### src/rtl/spi_prog_pkg.sv
package spi_prog_pkg;

    localparam logic [7:0] OP_ENABLE  = 8'hAC;
    localparam logic [7:0] OP_LOAD_LO = 8'h40;
    localparam logic [7:0] OP_LOAD_HI = 8'h48;
    localparam logic [7:0] OP_PAGE_WR = 8'h4C;
    localparam logic [7:0] OP_EE_WR   = 8'hC0;
    localparam logic [7:0] OP_RD_LO   = 8'h20;
    localparam logic [7:0] OP_RD_HI   = 8'h28;
    localparam logic [7:0] SYNC_BYTE  = 8'h53;

    localparam int ADDR_W = 16;

    typedef struct packed {
        logic [7:0] hi;
        logic [7:0] lo;
    } word_t;

    function automatic logic is_read(input logic [7:0] op);
        return (op == OP_RD_LO) || (op == OP_RD_HI);
    endfunction

endpackage

### src/rtl/spi_prog_shifter.sv
module spi_prog_shifter (
    input  logic       clk,
    input  logic       rst,
    input  logic       sess_en,
    input  logic       sck,
    input  logic       mosi,
    input  logic [7:0] tx_byte,
    output logic       miso,
    output logic       sck_fall,
    output logic       byte_done,
    output logic [1:0] done_idx,
    output logic [1:0] byte_idx,
    output logic [7:0] rx_byte
);
    logic [2:0] sck_sync;
    logic [1:0] mosi_sync;
    logic       sck_rise;
    logic [2:0] bit_cnt;
    logic [6:0] shreg;
    logic [7:0] tx_reg;

    always_ff @(posedge clk) begin
        if (rst) begin
            sck_sync  <= '0;
            mosi_sync <= '0;
        end else begin
            sck_sync  <= {sck_sync[1:0], sck};
            mosi_sync <= {mosi_sync[0], mosi};
        end
    end

    assign sck_rise = sck_sync[1] & ~sck_sync[2];
    assign sck_fall = ~sck_sync[1] & sck_sync[2];

    always_ff @(posedge clk) begin
        if (rst || !sess_en) begin
            bit_cnt   <= '0;
            byte_idx  <= '0;
            done_idx  <= '0;
            byte_done <= 1'b0;
            shreg     <= '0;
            rx_byte   <= '0;
            tx_reg    <= '0;
        end else begin
            byte_done <= 1'b0;
            if (sck_rise) begin
                shreg   <= {shreg[5:0], mosi_sync[1]};
                bit_cnt <= bit_cnt + 3'd1;
                if (bit_cnt == 3'd7) begin
                    rx_byte   <= {shreg, mosi_sync[1]};
                    byte_done <= 1'b1;
                    done_idx  <= byte_idx;
                    byte_idx  <= byte_idx + 2'd1;
                end
            end
            if (sck_fall) begin
                if (bit_cnt == 3'd0)
                    tx_reg <= tx_byte;
                else
                    tx_reg <= {tx_reg[6:0], 1'b0};
            end
        end
    end

    assign miso = tx_reg[7];

endmodule

### src/rtl/spi_prog_decoder.sv
module spi_prog_decoder
    import spi_prog_pkg::*;
#(
    parameter int PAGE_WORDS = 128,
    localparam int OFF_W  = $clog2(PAGE_WORDS),
    localparam int PAGE_W = ADDR_W - OFF_W
) (
    input  logic              clk,
    input  logic              rst,
    input  logic              sess_en,
    input  logic              byte_done,
    input  logic [1:0]        done_idx,
    input  logic [1:0]        byte_idx,
    input  logic [7:0]        rx_byte,
    input  logic [15:0]       rd_data,
    input  logic              busy,
    input  logic [OFF_W-1:0]  stream_idx,
    output logic [7:0]        tx_byte,
    output logic              rd_en,
    output logic [15:0]       rd_addr,
    output logic              pw_go,
    output logic [PAGE_W-1:0] pw_page,
    output logic              ee_go,
    output logic [15:0]       ee_addr,
    output logic [7:0]        ee_data,
    output word_t             stream_word
);
    logic [7:0]       op, a_hi, a_lo;
    logic             enabled, lo_pend, rd_ok, rd_hi;
    logic [OFF_W-1:0] lo_off, cur_off;
    logic             exec, do_lo, do_hi;
    word_t            pbuf [PAGE_WORDS];

    assign cur_off = a_lo[OFF_W-1:0];
    assign exec    = byte_done && (done_idx == 2'd3);
    assign do_lo   = exec && enabled && (op == OP_LOAD_LO);
    assign do_hi   = exec && enabled && (op == OP_LOAD_HI) && lo_pend && (lo_off == cur_off);
    assign pw_go   = exec && enabled && (op == OP_PAGE_WR) && !busy;
    assign ee_go   = exec && enabled && (op == OP_EE_WR) && !busy;
    assign pw_page = {a_hi, a_lo}[ADDR_W-1:OFF_W];
    assign ee_addr = {a_hi, a_lo};
    assign ee_data = rx_byte;

    always_ff @(posedge clk) begin
        if (rst || !sess_en) begin
            op      <= '0;
            a_hi    <= '0;
            a_lo    <= '0;
            enabled <= 1'b0;
            lo_pend <= 1'b0;
            lo_off  <= '0;
            rd_ok   <= 1'b0;
            rd_hi   <= 1'b0;
            rd_en   <= 1'b0;
            rd_addr <= '0;
        end else begin
            rd_en <= 1'b0;
            if (byte_done) begin
                case (done_idx)
                    2'd0: op   <= rx_byte;
                    2'd1: a_hi <= rx_byte;
                    2'd2: begin
                        a_lo <= rx_byte;
                        if (enabled && is_read(op)) begin
                            rd_en   <= 1'b1;
                            rd_addr <= {a_hi, rx_byte};
                            rd_ok   <= 1'b1;
                            rd_hi   <= (op == OP_RD_HI);
                        end
                    end
                    default: begin
                        rd_ok <= 1'b0;
                        if (op == OP_ENABLE && a_hi == SYNC_BYTE)
                            enabled <= 1'b1;
                        if (do_lo) begin
                            lo_pend <= 1'b1;
                            lo_off  <= cur_off;
                        end
                        if (enabled && op == OP_LOAD_HI)
                            lo_pend <= 1'b0;
                    end
                endcase
            end
        end
    end

    always_ff @(posedge clk) begin
        if (do_lo) pbuf[cur_off].lo <= rx_byte;
        if (do_hi) pbuf[cur_off].hi <= rx_byte;
    end

    assign stream_word = pbuf[stream_idx];

    always_comb begin
        if (byte_idx == 2'd0)
            tx_byte = 8'h00;
        else if (byte_idx == 2'd3 && rd_ok)
            tx_byte = rd_hi ? rd_data[15:8] : rd_data[7:0];
        else
            tx_byte = rx_byte;
    end

endmodule

### src/rtl/spi_prog_commit.sv
module spi_prog_commit
    import spi_prog_pkg::*;
#(
    parameter int PAGE_WORDS = 128,
    parameter int BUSY_CYC   = 16,
    localparam int OFF_W  = $clog2(PAGE_WORDS),
    localparam int PAGE_W = ADDR_W - OFF_W,
    localparam int HOLD_W = $clog2(BUSY_CYC + 2)
) (
    input  logic              clk,
    input  logic              rst,
    input  logic              pw_go,
    input  logic [PAGE_W-1:0] pw_page,
    input  logic              ee_go,
    input  logic [15:0]       ee_addr,
    input  logic [7:0]        ee_data,
    input  word_t             stream_word,
    output logic [OFF_W-1:0]  stream_idx,
    output logic              busy,
    output logic              mem_wr,
    output logic              mem_sel,
    output logic [15:0]       mem_addr,
    output logic [15:0]       mem_wdata
);
    localparam logic [OFF_W-1:0]  LAST_IDX = OFF_W'(PAGE_WORDS - 1);
    localparam logic [HOLD_W-1:0] HOLD_LD  = HOLD_W'(BUSY_CYC);

    logic              stream_on, ee_pend;
    logic [PAGE_W-1:0] page;
    logic [15:0]       ee_a;
    logic [7:0]        ee_d;
    logic [HOLD_W-1:0] hold;

    assign busy = stream_on | ee_pend | (hold != '0);

    always_ff @(posedge clk) begin
        if (rst) begin
            stream_on  <= 1'b0;
            stream_idx <= '0;
            ee_pend    <= 1'b0;
            hold       <= '0;
            page       <= '0;
            ee_a       <= '0;
            ee_d       <= '0;
        end else begin
            ee_pend <= 1'b0;
            if (stream_on) begin
                stream_idx <= stream_idx + 1'b1;
                if (stream_idx == LAST_IDX) begin
                    stream_on <= 1'b0;
                    hold      <= HOLD_LD;
                end
            end else if (ee_pend) begin
                hold <= HOLD_LD;
            end else if (hold != '0) begin
                hold <= hold - 1'b1;
            end
            if (pw_go) begin
                stream_on  <= 1'b1;
                stream_idx <= '0;
                page       <= pw_page;
            end
            if (ee_go) begin
                ee_pend <= 1'b1;
                ee_a    <= ee_addr;
                ee_d    <= ee_data;
            end
        end
    end

    always_ff @(posedge clk) begin
        if (rst) begin
            mem_wr    <= 1'b0;
            mem_sel   <= 1'b0;
            mem_addr  <= '0;
            mem_wdata <= '0;
        end else begin
            mem_wr    <= stream_on | ee_pend;
            mem_sel   <= ee_pend;
            mem_addr  <= ee_pend ? ee_a : {page, stream_idx};
            mem_wdata <= ee_pend ? {8'h00, ee_d} : stream_word;
        end
    end

endmodule

### src/rtl/spi_prog_target.sv
module spi_prog_target
    import spi_prog_pkg::*;
#(
    parameter int PAGE_WORDS = 128,
    parameter int BUSY_CYC   = 16,
    localparam int OFF_W  = $clog2(PAGE_WORDS),
    localparam int PAGE_W = ADDR_W - OFF_W
) (
    input  logic        clk,
    input  logic        rst,
    input  logic        sess_en,
    input  logic        sck,
    input  logic        mosi,
    output logic        miso,
    output logic        busy,
    output logic        mem_wr,
    output logic        mem_sel,
    output logic [15:0] mem_addr,
    output logic [15:0] mem_wdata,
    output logic        rd_en,
    output logic [15:0] rd_addr,
    input  logic [15:0] rd_data
);
    logic              sck_fall, byte_done;
    logic [1:0]        done_idx, byte_idx;
    logic [7:0]        rx_byte, tx_byte;
    logic              pw_go, ee_go;
    logic [PAGE_W-1:0] pw_page;
    logic [15:0]       ee_addr;
    logic [7:0]        ee_data;
    logic [OFF_W-1:0]  stream_idx;
    word_t             stream_word;

    spi_prog_shifter u_shift (
        .clk, .rst, .sess_en, .sck, .mosi, .tx_byte,
        .miso, .sck_fall, .byte_done, .done_idx, .byte_idx, .rx_byte
    );

    spi_prog_decoder #(.PAGE_WORDS(PAGE_WORDS)) u_dec (
        .clk, .rst, .sess_en, .byte_done, .done_idx, .byte_idx, .rx_byte,
        .rd_data, .busy, .stream_idx, .tx_byte, .rd_en, .rd_addr,
        .pw_go, .pw_page, .ee_go, .ee_addr, .ee_data, .stream_word
    );

    spi_prog_commit #(.PAGE_WORDS(PAGE_WORDS), .BUSY_CYC(BUSY_CYC)) u_commit (
        .clk, .rst, .pw_go, .pw_page, .ee_go, .ee_addr, .ee_data,
        .stream_word, .stream_idx, .busy, .mem_wr, .mem_sel, .mem_addr, .mem_wdata
    );

endmodule

### config.mk
export PLATFORM = sky130hd
export DESIGN_NAME = spi_prog_target
export DESIGN_NICKNAME = d
export VERILOG_FILES = /design/src/rtl/spi_prog_pkg.sv /design/src/rtl/spi_prog_shifter.sv /design/src/rtl/spi_prog_decoder.sv /design/src/rtl/spi_prog_commit.sv /design/src/rtl/spi_prog_target.sv
export SDC_FILE = /design/constraint.sdc
export NUM_CORES = 2
export LEC_CHECK = 0
export ABC_AREA = 1
export CAP_MARGIN = 40
export CELL_PAD_IN_SITES_DETAIL_PLACEMENT = 1
export CELL_PAD_IN_SITES_GLOBAL_PLACEMENT = 1
export CORE_MARGIN = 3
export CORE_UTILIZATION = 50
export CTS_BUF_LIST = sky130_fd_sc_hd__clkbuf_4 sky130_fd_sc_hd__clkbuf_8 sky130_fd_sc_hd__clkbuf_16
export DETAILED_ROUTE_END_ITERATION = 10
export PLACE_DENSITY = 0.83
export SYNTH_ARGS = -nofsm -noshare
export SYNTH_HDL_FRONTEND = slang
export SYNTH_SLANG_ARGS = --single-unit
### constraint.sdc
create_clock -name clk -period 11.33 [get_ports clk]
set_input_delay 1.133 -clock clk [delete_from_list [all_inputs] [get_ports clk]]
set_output_delay 1.133 -clock clk [all_outputs]
set_load 0.03 [all_outputs]
==> flow_summary_export.csv <==
group,metric,value,unit
synthesis,syn_inst,7847,
synthesis,yosys_warnings,0,
power,power.leakage,33.85,nW
critical_path,crit_top_cell,"nand3_1",
critical_path,required,12.15,ns
critical_path,critPathArrivalTime,6.32,ns
cts,hold_buffers,0,
floorplanning,chipHeight,429.1,µm
timing,slew_viol_final,0,
cells_and_area,drive_gt1_share,7.492,%
grt,grt_max_degree,231,
grt,grt_first_pass_wirelength,444800,µm
synthesis,synth_cell_types,30,
critical_path,rr_worst_depth,13,
cells_and_area,fillers,17970,
routing,antenna_left,0,
cts,clockBufferDepth,3,
power,power_density,162.3,nW/µm²
power,vdd_drop_max,0.0001612,V
critical_path,worst_setup_path_start_kind,"flop",
synthesis,synth_fp_nets,7875,
synthesis,synth_edf_count,2048,
cts,cts_made_buffers,219,
critical_path,r2r-end,"u_commit.mem_wdata[6]",
timing,tightest_slew,1.250,ns
routing,remaining_drc_errors,0,
floorplanning,die_area,184100,µm²
critical_path,crit_path_max_fanout,78,
synthesis,syn_area,89490,µm²
timing,tns,0,ns
grt,overflow,0,
place,dp_hpwl,177700,µm
synthesis,synth-main-ff-cell,"edfxtp_1",
synthesis,avgSynthCellArea,11.40,µm²
routing,vias,66060,
timing,setup_viol,0,
synthesis,yosysMostFrequentCell,"nand2_1",
timing,finalCritPeriodShare,48.57,%
grt,antenna_found_initial,15,
critical_path,slowest_stage,"dfxtp_4",
worst_hold_path,min_path_cells,2,
cts,clock_sinks,2224,
job,cap_violations,0,
worst_hold_path,hold_end,"u_shift.mosi_sync[1]",
critical_path,crit_buf_inv,3,
routing,wl,301600,µm
timing,rsz0062_at_grt,"false",
floorplanning,rows,154,
timing,fin_crit,5.503,ns
floorplanning,die_w,429.1,µm
outcome,outcome,"completed",
timing,final_hold_viol_count,0,
cts,cts_resized,0,
worst_hold_path,min-delay-start,"u_shift.mosi_sync[0]",
synthesis,yosysTopAreaCell,"edfxtp_1",
critical_path,r2r_setup_slack,5.83,ns
cells_and_area,final_nets,7845,
floorplanning,initial_core_util,50.54,%
floorplanning,core-area,177100,µm²
floorplanning,pin_count,74,
cts,insertion_delay,0.89,ns
grt,track_usage,32.04,%
timing,finClkSkew,0.03152,ns
synthesis,synth_top_area_share,68.72,%
cells_and_area,multi_input_area,21850,µm²
critical_path,critPathMaxStageDelay,0.98,ns
routing,wl_per_cell,29.12,µm
cts,cts_tree,"built",
routing,first_pass_iters,6,
routing,via_per_inst,6.379,
power,finalPower,16.29,mW
critical_path,critPathKind,"reg -> reg",
place,place.gp.congestion,0.8462,
synthesis,ys_seq_elements,2224,
critical_path,path_cells,"buf_4, buf_4, buf_4, nand2_1, nand3_1, nand3_1, nand3_1, nand3_1, nand3_1, nand2_1, nand2_1, nand3_1, nand2_1",
timing,slew_headroom,16.67,%
worst_hold_path,hold_class,"reg -> reg",
cts,post_cts_buffers,0,
synthesis,async_flop_share,0,%
cells_and_area,top_register,"u_dec.pbuf",
cells_and_area,syn_to_final_growth,12.14,%
cells_and_area,ff_latch_area,65070,µm²
routing,drt_iter0_drc,8376,
cts,root_buffer,"clkbuf_16",
cells_and_area,largest_register_ffs,2048,
cts,h-tree-depth,4,
synthesis,synth.area.top_cells,"edfxtp_1 69%, nand3_1 11%, nand2_1 9.9%, dfxtp_1 3.9%, nor2_1 1.5%",
timing,fmax,181.7,MHz
critical_path,cp_num_cells,13,
cts,path_clk_slew,0.06,ns
critical_path,cp_top_family,"buffers and inverters",
place,port_buffers,73,
synthesis,yosysSeqAreaShare,72.66,%
critical_path,end_kind,"flop",
synthesis,ys_top_cells_by_count,"2,372 x nand2_1, 2,048 x edfxtp_1, 1,984 x nand3_1",
grt,grt_pass1_vias,68860,
## where the power goes
part / internal (mW) / leakage (nW) / switching (mW)
clock network: 4.12 / 3.61 / 3.23
registers: 8.83 / 17.3 / 0.00887
logic: 0.0335 / 13.0 / 0.0672
total: 13.0 / 33.9 / 3.31
## routing by layer
metal	global-route usage (%)	wire length (µm)
met1	40.45	109100
met2	52.22	145300
met3	6.583	29970
met4	17.09	17160
met5	0.1561	65
## cells in the final DEF, fill, tap and decap left out, drive strengths merged
cell and count:
a221oi 1, o2111ai 1, o22ai 13, bufinv 13, nand4 6, or2 1, nor4 4, xor2 8
buf 199, a211oi 33, o211ai 1, dfxtp 176, clkinv 103, a31oi 7, nor2 365, nand2 2372
a2111oi 1, inv 122, clkdlybuf4s50 73, o21ai 100, clkinvlp 6, diode 7, edfxtp 2048, clkbuf 280
ha 7, nand3 1985, nor3 13, a21oi 68, nor3b 3
## how the worst max path moves through the flow
stage / from / endpoint / slack (ns)
floorplan: u_shift.rx_byte[7] / u_shift.tx_reg[7] / 6.81
global placement: flop / u_commit.mem_wdata[2] / 6.18
detailed placement: flop / u_commit.mem_wdata[12] / 6.08
CTS: flop / u_commit.mem_wdata[12] / 6.07
global route: flop / u_commit.mem_wdata[12] / 5.80
finish: flop / u_commit.mem_wdata[6] / 5.83
## kinds of logic (layout without fill, tap and decap cells)
family / Yosys count / after routing / share of synthesized area, %
DFF: 2224 / 2224 / 72.66
AOI/OAI and AO/OA: 225 / 225 / 1.394
buffers and inverters: 634 / 796 / 2.985
and+or+nand+nor: 4749 / 4749 / 22.78
other: 0 / 7 / 0
adders and majority gates: 7 / 7 / 0.09787
xor gates and xnor gates: 8 / 8 / 0.07830
## worst register-to-register path, stage by stage, from the launching register on
cell	delay, ns
dfxtp_4	0.98
buf_4	0.85
buf_4	0.80
buf_4	0.90
nand2_1	0.15
nand3_1	0.21
nand3_1	0.11
nand3_1	0.13
nand3_1	0.10
nand3_1	0.47
nand2_1	0.32
nand2_1	0.19
nand3_1	0.12
nand2_1	0.10
## area by class of cell
| class | count | share of cell area (%) |
|---|---|---|
| Antenna cell | 7 | 0.01746 |
| Sequential cell | 2224 | 64.85 |
| Multi-Input combinational cell | 4989 | 21.77 |
| Inverter | 111 | 0.4401 |
| Clock buffer | 280 | 6.095 |
| Clock inverter | 133 | 1.089 |
| Timing Repair Buffer | 272 | 2.822 |
| Tap cell | 2340 | 2.918 |
## per-stage QoR
stage	cell area (µm²)	utilization (%)	worst slack, ns	hold slack [ns]	std cells
4_1_cts	100200	56.57	6.073	0.4132	10330
6_report	100300	56.67	5.827	0.4076	10360
2_1_floorplan	89490	-	6.806	0.3883	7847
3_3_place_gp	91710	51.79	6.175	0.3998	9819
3_5_place_dp	92970	52.50	6.078	0.4050	9920
5_1_grt	100300	56.66	5.796	0.4283	10350
Note: power is estimated with default switching activity, not from simulation.
